**src/rtl/seq_alu_pkg.sv**
```systemverilog
package seq_alu_pkg;

    localparam int STEP_W  = 3;
    localparam int NUM_OPS = 1 << STEP_W;

    typedef enum logic [STEP_W-1:0] {
        OP_ADD  = 3'd0,
        OP_SUB  = 3'd1,
        OP_NOT  = 3'd2,
        OP_NAND = 3'd3,
        OP_NOR  = 3'd4,
        OP_AND  = 3'd5,
        OP_OR   = 3'd6,
        OP_XOR  = 3'd7
    } op_idx_e;

    typedef logic [STEP_W-1:0]  step_t;
    typedef logic [NUM_OPS-1:0] opcode_t;

    function automatic opcode_t code_of(op_idx_e idx);
        return opcode_t'(1) << idx;
    endfunction

endpackage

```
**src/rtl/step_counter.sv**
```systemverilog
module step_counter
    import seq_alu_pkg::*;
(
    input  logic  clk,
    input  logic  rst,
    output step_t step
);

    step_t cnt_q;

    always_ff @(posedge clk) begin
        if (rst) begin
            cnt_q <= '0;
        end else begin
            cnt_q <= cnt_q + STEP_W'(1);
        end
    end

    assign step = cnt_q;

    AST_STEP_ADVANCE: assert property (@(posedge clk) disable iff (rst)
        1'b1 |=> cnt_q == $past(cnt_q) + STEP_W'(1));

    AST_STEP_RESET: assert property (@(posedge clk)
        rst |=> cnt_q == '0);

endmodule

```
**src/rtl/onehot_decoder.sv**
```systemverilog
module onehot_decoder
    import seq_alu_pkg::*;
(
    input  step_t   step,
    output opcode_t sel
);

    for (genvar k = 0; k < NUM_OPS; k++) begin : g_line
        assign sel[k] = (step == STEP_W'(k));
    end

endmodule

```
**src/rtl/operand_latch.sv**
```systemverilog
module operand_latch #(
    parameter int DATA_W = 8
) (
    input  logic              clk,
    input  logic              rst,
    input  logic              load,
    input  logic [DATA_W-1:0] d,
    output logic [DATA_W-1:0] q_eff
);

    logic [DATA_W-1:0] held_q;

    always_ff @(posedge clk) begin
        if (rst) begin
            held_q <= '0;
        end else if (load) begin
            held_q <= d;
        end
    end

    assign q_eff = load ? d : held_q;

    AST_HOLD_WHEN_IDLE: assert property (@(posedge clk) disable iff (rst)
        !load |=> held_q == $past(held_q));

endmodule

```
**src/rtl/alu_core.sv**
```systemverilog
module alu_core
    import seq_alu_pkg::*;
#(
    parameter int DATA_W = 8
) (
    input  logic              clk,
    input  logic              rst,
    input  opcode_t           sel,
    input  logic [DATA_W-1:0] a,
    input  logic [DATA_W-1:0] b,
    output logic [DATA_W-1:0] res
);

    logic [DATA_W-1:0] res_d;
    logic [DATA_W-1:0] res_q;

    always_comb begin
        case (sel)
            code_of(OP_ADD):  res_d = a + b;
            code_of(OP_SUB):  res_d = a - b;
            code_of(OP_NOT):  res_d = ~a;
            code_of(OP_NAND): res_d = ~(a & b);
            code_of(OP_NOR):  res_d = ~(a | b);
            code_of(OP_AND):  res_d = a & b;
            code_of(OP_OR):   res_d = a | b;
            code_of(OP_XOR):  res_d = a ^ b;
            default:          res_d = '0;
        endcase
    end

    always_ff @(posedge clk) begin
        if (rst) begin
            res_q <= '0;
        end else begin
            res_q <= res_d;
        end
    end

    assign res = res_q;

    AST_ADD_WRAPS: assert property (@(posedge clk) disable iff (rst)
        sel == code_of(OP_ADD) |=> res_q == DATA_W'($past(a) + $past(b)));

    AST_XOR_STEP: assert property (@(posedge clk) disable iff (rst)
        sel == code_of(OP_XOR) |=> res_q == ($past(a) ^ $past(b)));

    AST_RESULT_CLEAR: assert property (@(posedge clk)
        rst |=> res_q == '0);

endmodule

```
**src/rtl/seq_alu_proc.sv**
```systemverilog
module seq_alu_proc
    import seq_alu_pkg::*;
#(
    parameter int DATA_W = 8
) (
    input  logic              clk,
    input  logic              rst,
    input  logic              strobe,
    input  logic [DATA_W-1:0] a_in,
    input  logic [DATA_W-1:0] b_in,
    output logic [DATA_W-1:0] led_n,
    output logic [NUM_OPS-1:0] opcode
);

    step_t             step;
    opcode_t           sel;
    logic [DATA_W-1:0] op_a;
    logic [DATA_W-1:0] op_b;
    logic [DATA_W-1:0] result;

    step_counter u_step (
        .clk  (clk),
        .rst  (rst),
        .step (step)
    );

    onehot_decoder u_dec (
        .step (step),
        .sel  (sel)
    );

    operand_latch #(.DATA_W(DATA_W)) u_opa (
        .clk   (clk),
        .rst   (rst),
        .load  (strobe),
        .d     (a_in),
        .q_eff (op_a)
    );

    operand_latch #(.DATA_W(DATA_W)) u_opb (
        .clk   (clk),
        .rst   (rst),
        .load  (strobe),
        .d     (b_in),
        .q_eff (op_b)
    );

    alu_core #(.DATA_W(DATA_W)) u_alu (
        .clk (clk),
        .rst (rst),
        .sel (sel),
        .a   (op_a),
        .b   (op_b),
        .res (result)
    );

    assign led_n  = ~result;
    assign opcode = sel;

    AST_CODE_SINGLE: assert property (@(posedge clk) disable iff (rst)
        $countones(opcode) == 1);

    AST_OP_ORDER: assert property (@(posedge clk) disable iff (rst)
        opcode == code_of(OP_XOR) |=> opcode == code_of(OP_ADD));

    AST_LED_STEADY: assert property (@(posedge clk) disable iff (rst)
        $stable(opcode) |-> $stable(led_n));

endmodule

```
**config.mk**
```make
export PLATFORM = sky130hd
export DESIGN_NAME = seq_alu_proc
export DESIGN_NICKNAME = d
export VERILOG_FILES = /design/src/rtl/seq_alu_pkg.sv /design/src/rtl/step_counter.sv /design/src/rtl/onehot_decoder.sv /design/src/rtl/operand_latch.sv /design/src/rtl/alu_core.sv /design/src/rtl/seq_alu_proc.sv
export SDC_FILE = /design/constraint.sdc
export NUM_CORES = 1
export LEC_CHECK = 0
export ABC_AREA = 1
export BUFFER_PORTS_ARGS = -buffer_cell sky130_fd_sc_hd__buf_2
export CORE_UTILIZATION = 40
export CTS_BUF_LIST = sky130_fd_sc_hd__clkbuf_16
export DETAILED_ROUTE_END_ITERATION = 8
export GPL_ROUTABILITY_DRIVEN = 0
export PLACE_DENSITY = 0.61
export SLEW_MARGIN = 5
export SYNTH_ARGS = -nofsm -noshare
export SYNTH_HDL_FRONTEND = slang
export SYNTH_SLANG_ARGS = --single-unit
```
**constraint.sdc**
```tcl
create_clock -name clk -period 5.9 [get_ports clk]
set_input_delay 1.18 -clock clk [delete_from_list [all_inputs] [get_ports clk]]
set_output_delay 1.18 -clock clk [all_outputs]
set_load 0.05 [all_outputs]
```
# Word-level counts from Yosys, hierarchy flattened
# Index checks and enable logic that the tools add are counted.
# Widths: inputs -> output; s select.
# totals
reg_bits,27
latchBits,0
mem_bits_rw,0
romBits,0
in_bits,19
output_inout_bits,16
memories,0
# op_classes
n_addsub,3
mul,0
div_mod_pow,0
order_cmp,0
eq_ne,15
shift,0
mux,3
bitwise_logic,7
n_reduce_logical,1
# ops
operator,count
$pmux 8 s8,1
$not 8->8,4
$mux 8,2
$eq 3x3->1 const B,4
$add 8x8->8,1
$and 8x8->8,1
$eq 8x1->1 const B,1
$eq 8x2->1 const B,1
$eq 8x3->1 const B,1
$eq 8x4->1 const B,1
$eq 8x5->1 const B,1
$eq 8x6->1 const B,1
$eq 8x7->1 const B,1
$eq 8x8->1 const B,1
$or 8x8->8,1
$sub 8x8->8,1
$xor 8x8->8,1
$eq 3x2->1 const B,2
$add 3x1->3 const B,1
$eq 3x1->1 const B,1
$logic_not 3->1,1

# Depth between registers and ports, before layout
# Gate-level depths: netlist of the first run.
# logic_depth
word_depth,4
mapped_depth,18

# Hierarchy
# Synthesis of the first run repeated with hierarchy kept, for this count alone.
# unflattened
hier_cells,417
hier_area_um2,2726.4
# modules_own_cells
mod,instances,cells_per_inst,area_each_um2,seq_area_each_um2
alu_core,1,248,1599.0,160.2
operand_latch,2,67,467.9,160.2
step_counter,1,12,105.1,60.1
onehot_decoder,1,15,56.3,0.0
seq_alu_proc,1,8,30.0,0.0

# Worst setup path after synthesis of the first run
# OpenSTA, ideal clock, no wires.
# synth_timing
path_kind,input-to-reg
from,input strobe
to,"register u_alu.res_q[5], in the netlist u_alu.res[5]"
setup_ps,109
arrival_time_ps,3298
required_time_ps,5791
path_slack_ps,2494
path_stages,16
path_cell_list,buf_6 > buf_6 > nand2_1 > nand2_1 > ha_1 > a31oi_1 > xor2_1 > ha_1 > nand2_1 > o21ai_0 > a21oi_1 > or2_2 > nand3_1 > nand3_1 > nand2_1 > inv_1
# synth_via
elab_chain_len,4
word_cells_on_any_way,11
# synth_rtl
item,line_no,rtl
start: declaration,seq_alu_proc.sv:8,"input logic strobe,"
branches (longest 3 deep; another with $sub 8x8->8),--,
$pmux 8 s8 (*),alu_core.sv:18,case (sel)
end signal: assignment,alu_core.sv:35,res_q <= res_d;
end: declaration,alu_core.sv:15,logic [DATA_W-1:0] res_q;
# Mark *: on every way between the ends.
# A chain may end at the register's enable or synchronous reset.

# Worst setup path in the final report of the first run
# Ends and elaborated chain as after synthesis.

==> results of run 1 <==
cell usage in the layout (no fill, tap or decap):
cell       instances
buf_2             34
or2_1              3
nor2_2             4
o21ai_1            3
inv_1             66
nor3_2             1
fa_1               1
nor2_1            39
a31oi_1            1
dfxtp_1           27
inv_2              4
nand3b_1           1
o21ai_2            2
nand2_2            4
o211ai_1           2
a21oi_1           13
ha_1              30
or2_2             10
nand2_1           74
o31ai_1            2
nand4_1            2
xor2_1             5
nor3_4             1
nand3_2            1
a21o_1             1
o2111ai_1          2
nor3_1             3
o21ai_0           20
nor4_4             1
nand3_1           24
clkbuf_16          3
nand4_4            1
per-layer routing:
layer | wire length [um] | part of all wire (%)
met1 | 2680 | 46
met2 | 2690 | 46
met3 | 342 | 5.8
met4 | 135 | 2.3
met5 | 0 | 0
area by class of cell:
type,instances,share of cell area [%]
Sequential cell,27,20.6
Tap cell,72,3.43
Timing Repair Buffer,34,6.48
Multi-Input combinational cell,251,56.6
Inverter,69,9.86
Clock buffer,3,2.86
Clock inverter,1,0.143
sequential cells by signal, indices dropped and copies added (netlist names):
| name | cells |
|---|---|
| u_alu.res | 8 |
| u_opa.held_q | 8 |
| u_opb.held_q | 8 |
| u_step.step | 3 |
synthesized netlist by cell type:
| cell | n | share of area [%] |
|---|---|---|
| a31oi_1 | 1 | 0.27 |
| o21ai_0 | 20 | 4.3 |
| nor2_2 | 4 | 1.1 |
| nor3_4 | 1 | 0.70 |
| or2_2 | 10 | 2.7 |
| nand2_2 | 4 | 1.1 |
| nand3_1 | 24 | 5.1 |
| nand4_4 | 1 | 0.91 |
| ha_1 | 30 | 16 |
| o21ai_1 | 3 | 0.64 |
| fa_1 | 1 | 0.86 |
| xor2_1 | 5 | 1.9 |
| o211ai_1 | 2 | 0.64 |
| inv_2 | 4 | 0.64 |
| a21oi_1 | 13 | 2.8 |
| nand3b_1 | 1 | 0.32 |
| buf_6 | 2 | 0.97 |
| inv_1 | 65 | 10 |
| o31ai_1 | 2 | 0.64 |
| nand2_1 | 74 | 12 |
| or2_1 | 3 | 0.80 |
| nor3_2 | 1 | 0.43 |
| clkbuf_1 | 3 | 0.48 |
| dfxtp_1 | 27 | 23 |
| nor3_1 | 3 | 0.64 |
| nor4_4 | 1 | 0.91 |
| nand4_1 | 2 | 0.54 |
| o21ai_2 | 2 | 0.75 |
| nand3_2 | 1 | 0.43 |
| o2111ai_1 | 2 | 0.75 |
| buf_2 | 1 | 0.21 |
| a21o_1 | 1 | 0.32 |
| buf_4 | 1 | 0.32 |
| nor2_1 | 39 | 6.3 |
through the flow:
| stage | cell area (um^2) | utilization, % |
|---|---|---|
| 2_1_floorplan | 2330 | - |
| 3_3_place_gp | 2550 | 45.7 |
| 3_5_place_dp | 2550 | 45.7 |
| 4_1_cts | 2630 | 47.1 |
| 5_1_grt | 2630 | 47.1 |
| 6_report | 2630 | 47.1 |
final timing paths:
check / start / cells past startpoint / endpoint / slack, ns
setup / recovery: strobe / 16 / u_alu.res[5]$_SDFF_PP0_ / 2.24
hold / removal: u_step.step[0]$_SDFF_PP0_ / 1 / u_step.step[0]$_SDFF_PP0_ / 0.48
setup reg to reg: u_step.step[2]$_SDFF_PP0_ / 15 / u_alu.res[5]$_SDFF_PP0_ / 2.72
hold reg to reg: u_step.step[0]$_SDFF_PP0_ / 1 / u_step.step[0]$_SDFF_PP0_ / 0.48
critical path: cells and delay by family:
| family | cells | cell delay (ns) |
|---|---|---|
| buffers and inverters | 3 | 0.51 |
| adder cells (fa/ha/maj) | 2 | 0.60 |
| AO/OA/AOI/OAI | 3 | 0.68 |
| XOR/XNOR | 1 | 0.09 |
| AND/OR/NAND/NOR | 7 | 0.77 |
where the power goes:
group          internal, mW  switching [mW]
clock network        0.0910          0.0675
logic                0.0864           0.184
registers             0.201         0.00602
total                 0.378           0.258
kinds of logic (layout without fill, tap and decap cells):
logic type                 count (synthesis)  count (layout)  share of synthesized area [%]
and+or+nand+nor                          169             169                           33.8
buffers and inverters                     76             107                           13.1
AOI/OAI and AO/OA                         46              46                           11.1
adders and majority gates                 31              31                           16.9
DFF                                       27              27                           23.2
xor gates and xnor gates                   5               5                           1.88
==> impl_metrics.yaml, run 1 <==
pwr:
  total_power_uw: 636
  p_leak_nw: 1.41
  p_per_area_nw_per_um2: 242
  vdd_drop_max_mv: 0.136
global_route:
  antenna_found_initial: 0
  gr-usage-met1_pct: 27.2
  grt_max_degree: 27
  grt_pass1_vias: 2039
  grt_overflow_total: 0
  grtUsageTotal_pct: 21.0
  met3_usage_pct: 3.60
  grtUsageMet2_pct: 35.0
  grt_pass1_wl_mm: 9.95
  busiest_layer: "met2"
die:
  core_um2: 5570
  rows: 27
  die_width_um: 78.4
  die_h_um: 78.4
  io_pins: 35
  start_util_pct: 41.9
  dieArea_um2: 6140
critical_path:
  cp_data_required_time_ns: 6.07
  path_common_cell: "nand2_1"
  slowest_stage: "o21ai_0"
  cp.arrival_ns: 3.83
  critPathLaunchType: "primary input"
  path_max_fanout: 20
  endpoint_kind: "flip-flop"
  cp_cell_sequence: "buf_2 > inv_2 > nand2_1 > nand2_1 > ha_1 > a31oi_1 > xor2_1 > ha_1 > nand2_1 > o21ai_0 > a21oi_1 > or2_2 > nand3_1 > nand3_1 > nand2_1 > inv_1"
  slowest_delay_ns: 0.36
  path_class: "primary input to flip-flop"
finish:
  area_delta_synth_final_pct: 12.5
  ff_latch_area_um2: 541
  final_cell_count_no_fill: 457
  finalNetCount: 436
  fillers: 614
  antennaDiodeCount: 0
  multi_input_area_um2: 1490
  drive_above_1_share_pct: 17.1
timing:
  fmax_mhz: 273
  tightest_slew_ns: 0.807
  drv_slew: 0
  finalSetupTns_ns: 0
  slew_headroom_pct: 45.9
  period_share_pct: 62.1
  hold_ws_ns: 0.480
  rsz0062_at_grt: "false"
  finClkSkew_ns: 0.00439
  fin_crit_ns: 3.66
  finalSetupViolCount: 0
  setup_slack_ns: 2.24
  hold_viol: 0
drt:
  drtIter0Drc: 101
  wl_per_cell_um: 12.8
  drc: 0
  wirelength_mm: 5.86
  final_antenna_net_count: 0
  drt-pass1-iter-count: 4
  via_count: 2185
  routed_via_density: 4.78
clock_network:
  cts-root-buf: "clkbuf_16"
  clockBufferDepth: 2
  cts_resized: 0
  cts_tree: "done"
  clk_pin_slew_ns: 0.07
  clk_latency_ns: 0.27
  cts_buffers: 3
  clock_sinks: 27
  htree_num_levels: 1
  cts_setup_buffers: 0
  holdBufCountCts: 0
status:
  outcome: "complete, no violations"
synth:
  synth_area_per_cell_um2: 6.59
  ys_warn_count: 0
  syn-num-nets: 404
  yosysUniqueCellTypes: 34
  yosysSeqAreaShare_pct: 23.2
  synth.cell_area_um2: 2330
  synth-seq-cells: 27
  synth_cells: 354
place:
  dp_cells: 453
  place_ws_ns: 1.97
  portBuffers: 34
  hpwl_mm: 4.24
min_path:
  hold_class: "flip-flop to flip-flop"
flow_run:
  maxCapViolations: 0
(Power assumes the default switching activity.)
==> inputs of run 2 (changes only) <==
Settings changed: PLACE_DENSITY 0.61 to 0.64.
Clock period 5.9 ns to 3.3 ns, I/O delays scaled along.
==> impl_metrics.yaml, run 2 (synthesis results as in run 1) <==
status:
  outcome: "complete, no violations"
global_route:
  grt_overflow_total: 0
  grt_max_degree: 27
  grt_pass1_vias: 2128
  antenna_found_initial: 0
  grt_pass1_wl_mm: 9.92
  grtUsageTotal_pct: 20.6
die:
  rows: 27
  core_um2: 5570
  dieArea_um2: 6140
  io_pins: 35
  die_h_um: 78.4
  die_width_um: 78.4
  start_util_pct: 41.9
timing:
  fin_crit_ns: 3.04
  hold_viol: 0
  finalSetupViolCount: 0
  period_share_pct: 92.2
  finClkSkew_ns: 0.0113
  finalSetupTns_ns: 0
  drv_slew: 0
  fmax_mhz: 329
  tightest_slew_ns: 0.745
  slew_headroom_pct: 50.0
  rsz0062_at_grt: "false"
drt:
  final_antenna_net_count: 0
  wl_per_cell_um: 12.7
  drc: 0
  drt-pass1-iter-count: 4
  wl_met2_mm: 2.62
  drtIter0Drc: 116
  dr_wl_met3_um: 332
  top_layer_used: "met4"
  routed_via_density: 4.82
  wirelength_mm: 5.93
  wl_met1_mm: 2.82
  via_count: 2241
critical_path:
  endpoint_kind: "flip-flop"
  critPathLaunchType: "flip-flop"
  slowest_stage: "dfxtp_1"
  cp.arrival_ns: 3.24
  path_class: "flip-flop to flip-flop"
  cp_data_required_time_ns: 3.49
  cp_cell_sequence: "inv_2 > ha_1 > nor2_2 > nand3_2 > o21ai_1 > inv_1 > ha_1 > nand2_1 > o21ai_0 > buf_4 > nand3_1 > nand3_1 > inv_1 > nand2_1 > nand3_1 > a21oi_1"
  path_max_fanout: 8
  slowest_delay_ns: 0.50
  path_common_cell: "nand3_1"
  path_buf_inv: 4
  cpLargestDelayFamily: "compound AO/OA/AOI/OAI gates"
finish:
  final_cell_mix: "nand2_1 (74), inv_1 (65), nor2_1 (39), buf_2 (34), ha_1 (30)"
  mostFrequentLayoutCell: "nand2_1"
  fillers: 563
  antennaDiodeCount: 0
  finalNetCount: 444
  drive_above_1_share_pct: 19.1
  finalCoreUtilization_pct: 48.2
  multi_input_area_um2: 1490
  area_delta_synth_final_pct: 15.2
  ff_latch_area_um2: 541
clock_network:
  clk_pin_slew_ns: 0.08
  cts_setup_buffers: 0
  cts_tree: "done"
  clk_latency_ns: 0.27
  clockBufferDepth: 2
  cts-root-buf: "clkbuf_16"
  htree_num_levels: 1
  holdBufCountCts: 0
  cts_buffers: 3
  clock_sinks: 27
  cts_resized: 0
place:
  portBuffers: 34
  hpwl_mm: 4.45
pwr:
  p_per_area_nw_per_um2: 434
  vdd_drop_max_mv: 0.287
  total_power_mw: 1.17
  p_leak_nw: 1.45
min_path:
  hold_class: "flip-flop to flip-flop"
flow_run:
  maxCapViolations: 0
-- run 2: per-stage QoR --
stage | hold slack (ns) | worst slack, ns | cells | area (um^2)
finish | 0.476 | 0.258 | 465 | 2690
detailed placement | 0.456 | 0.0348 | 461 | 2610
global placement | 0.451 | 0.168 | 461 | 2610
CTS | 0.475 | 0.164 | 465 | 2690
floorplan | 0.433 | 0.272 | 354 | 2330
global route | 0.524 | 0.0418 | 465 | 2690
-- run 2: power breakdown --
part | leakage (nW) | internal (mW) | switching (mW)
clock | 0.0409 | 0.164 | 0.128
combinational | 1.18 | 0.168 | 0.337
sequential | 0.223 | 0.358 | 0.0103
total | 1.45 | 0.691 | 0.475
-- run 2: per-layer routing --
layer  vias up  global-route usage (%)
met5         -                       0
met4         0                    8.52
met3        10                    2.21
met2        60                    34.0
met1       991                    27.2
li1       1180                       -
-- run 2: worst paths after layout --
| kind | endpoint | start | cells after the start | slack, ns |
|---|---|---|---|---|
| min reg2reg | u_step.step[0]$_SDFF_PP0_ | u_step.step[0]$_SDFF_PP0_ | 1 | 0.48 |
| max reg2reg | u_alu.res[7]$_SDFF_PP0_ | u_step.step[2]$_SDFF_PP0_ | 16 | 0.26 |
| min | u_step.step[0]$_SDFF_PP0_ | u_step.step[0]$_SDFF_PP0_ | 1 | 0.48 |
| max | u_alu.res[7]$_SDFF_PP0_ | u_step.step[2]$_SDFF_PP0_ | 16 | 0.26 |
-- run 2: cell type report --
class                           count  area share [%]
Clock buffer                        3            2.79
Clock inverter                      1           0.186
Inverter                           69            9.64
Multi-Input combinational cell    251            55.4
Sequential cell                    27            20.1
Tap cell                           72            3.35
Timing Repair Buffer               42            8.57
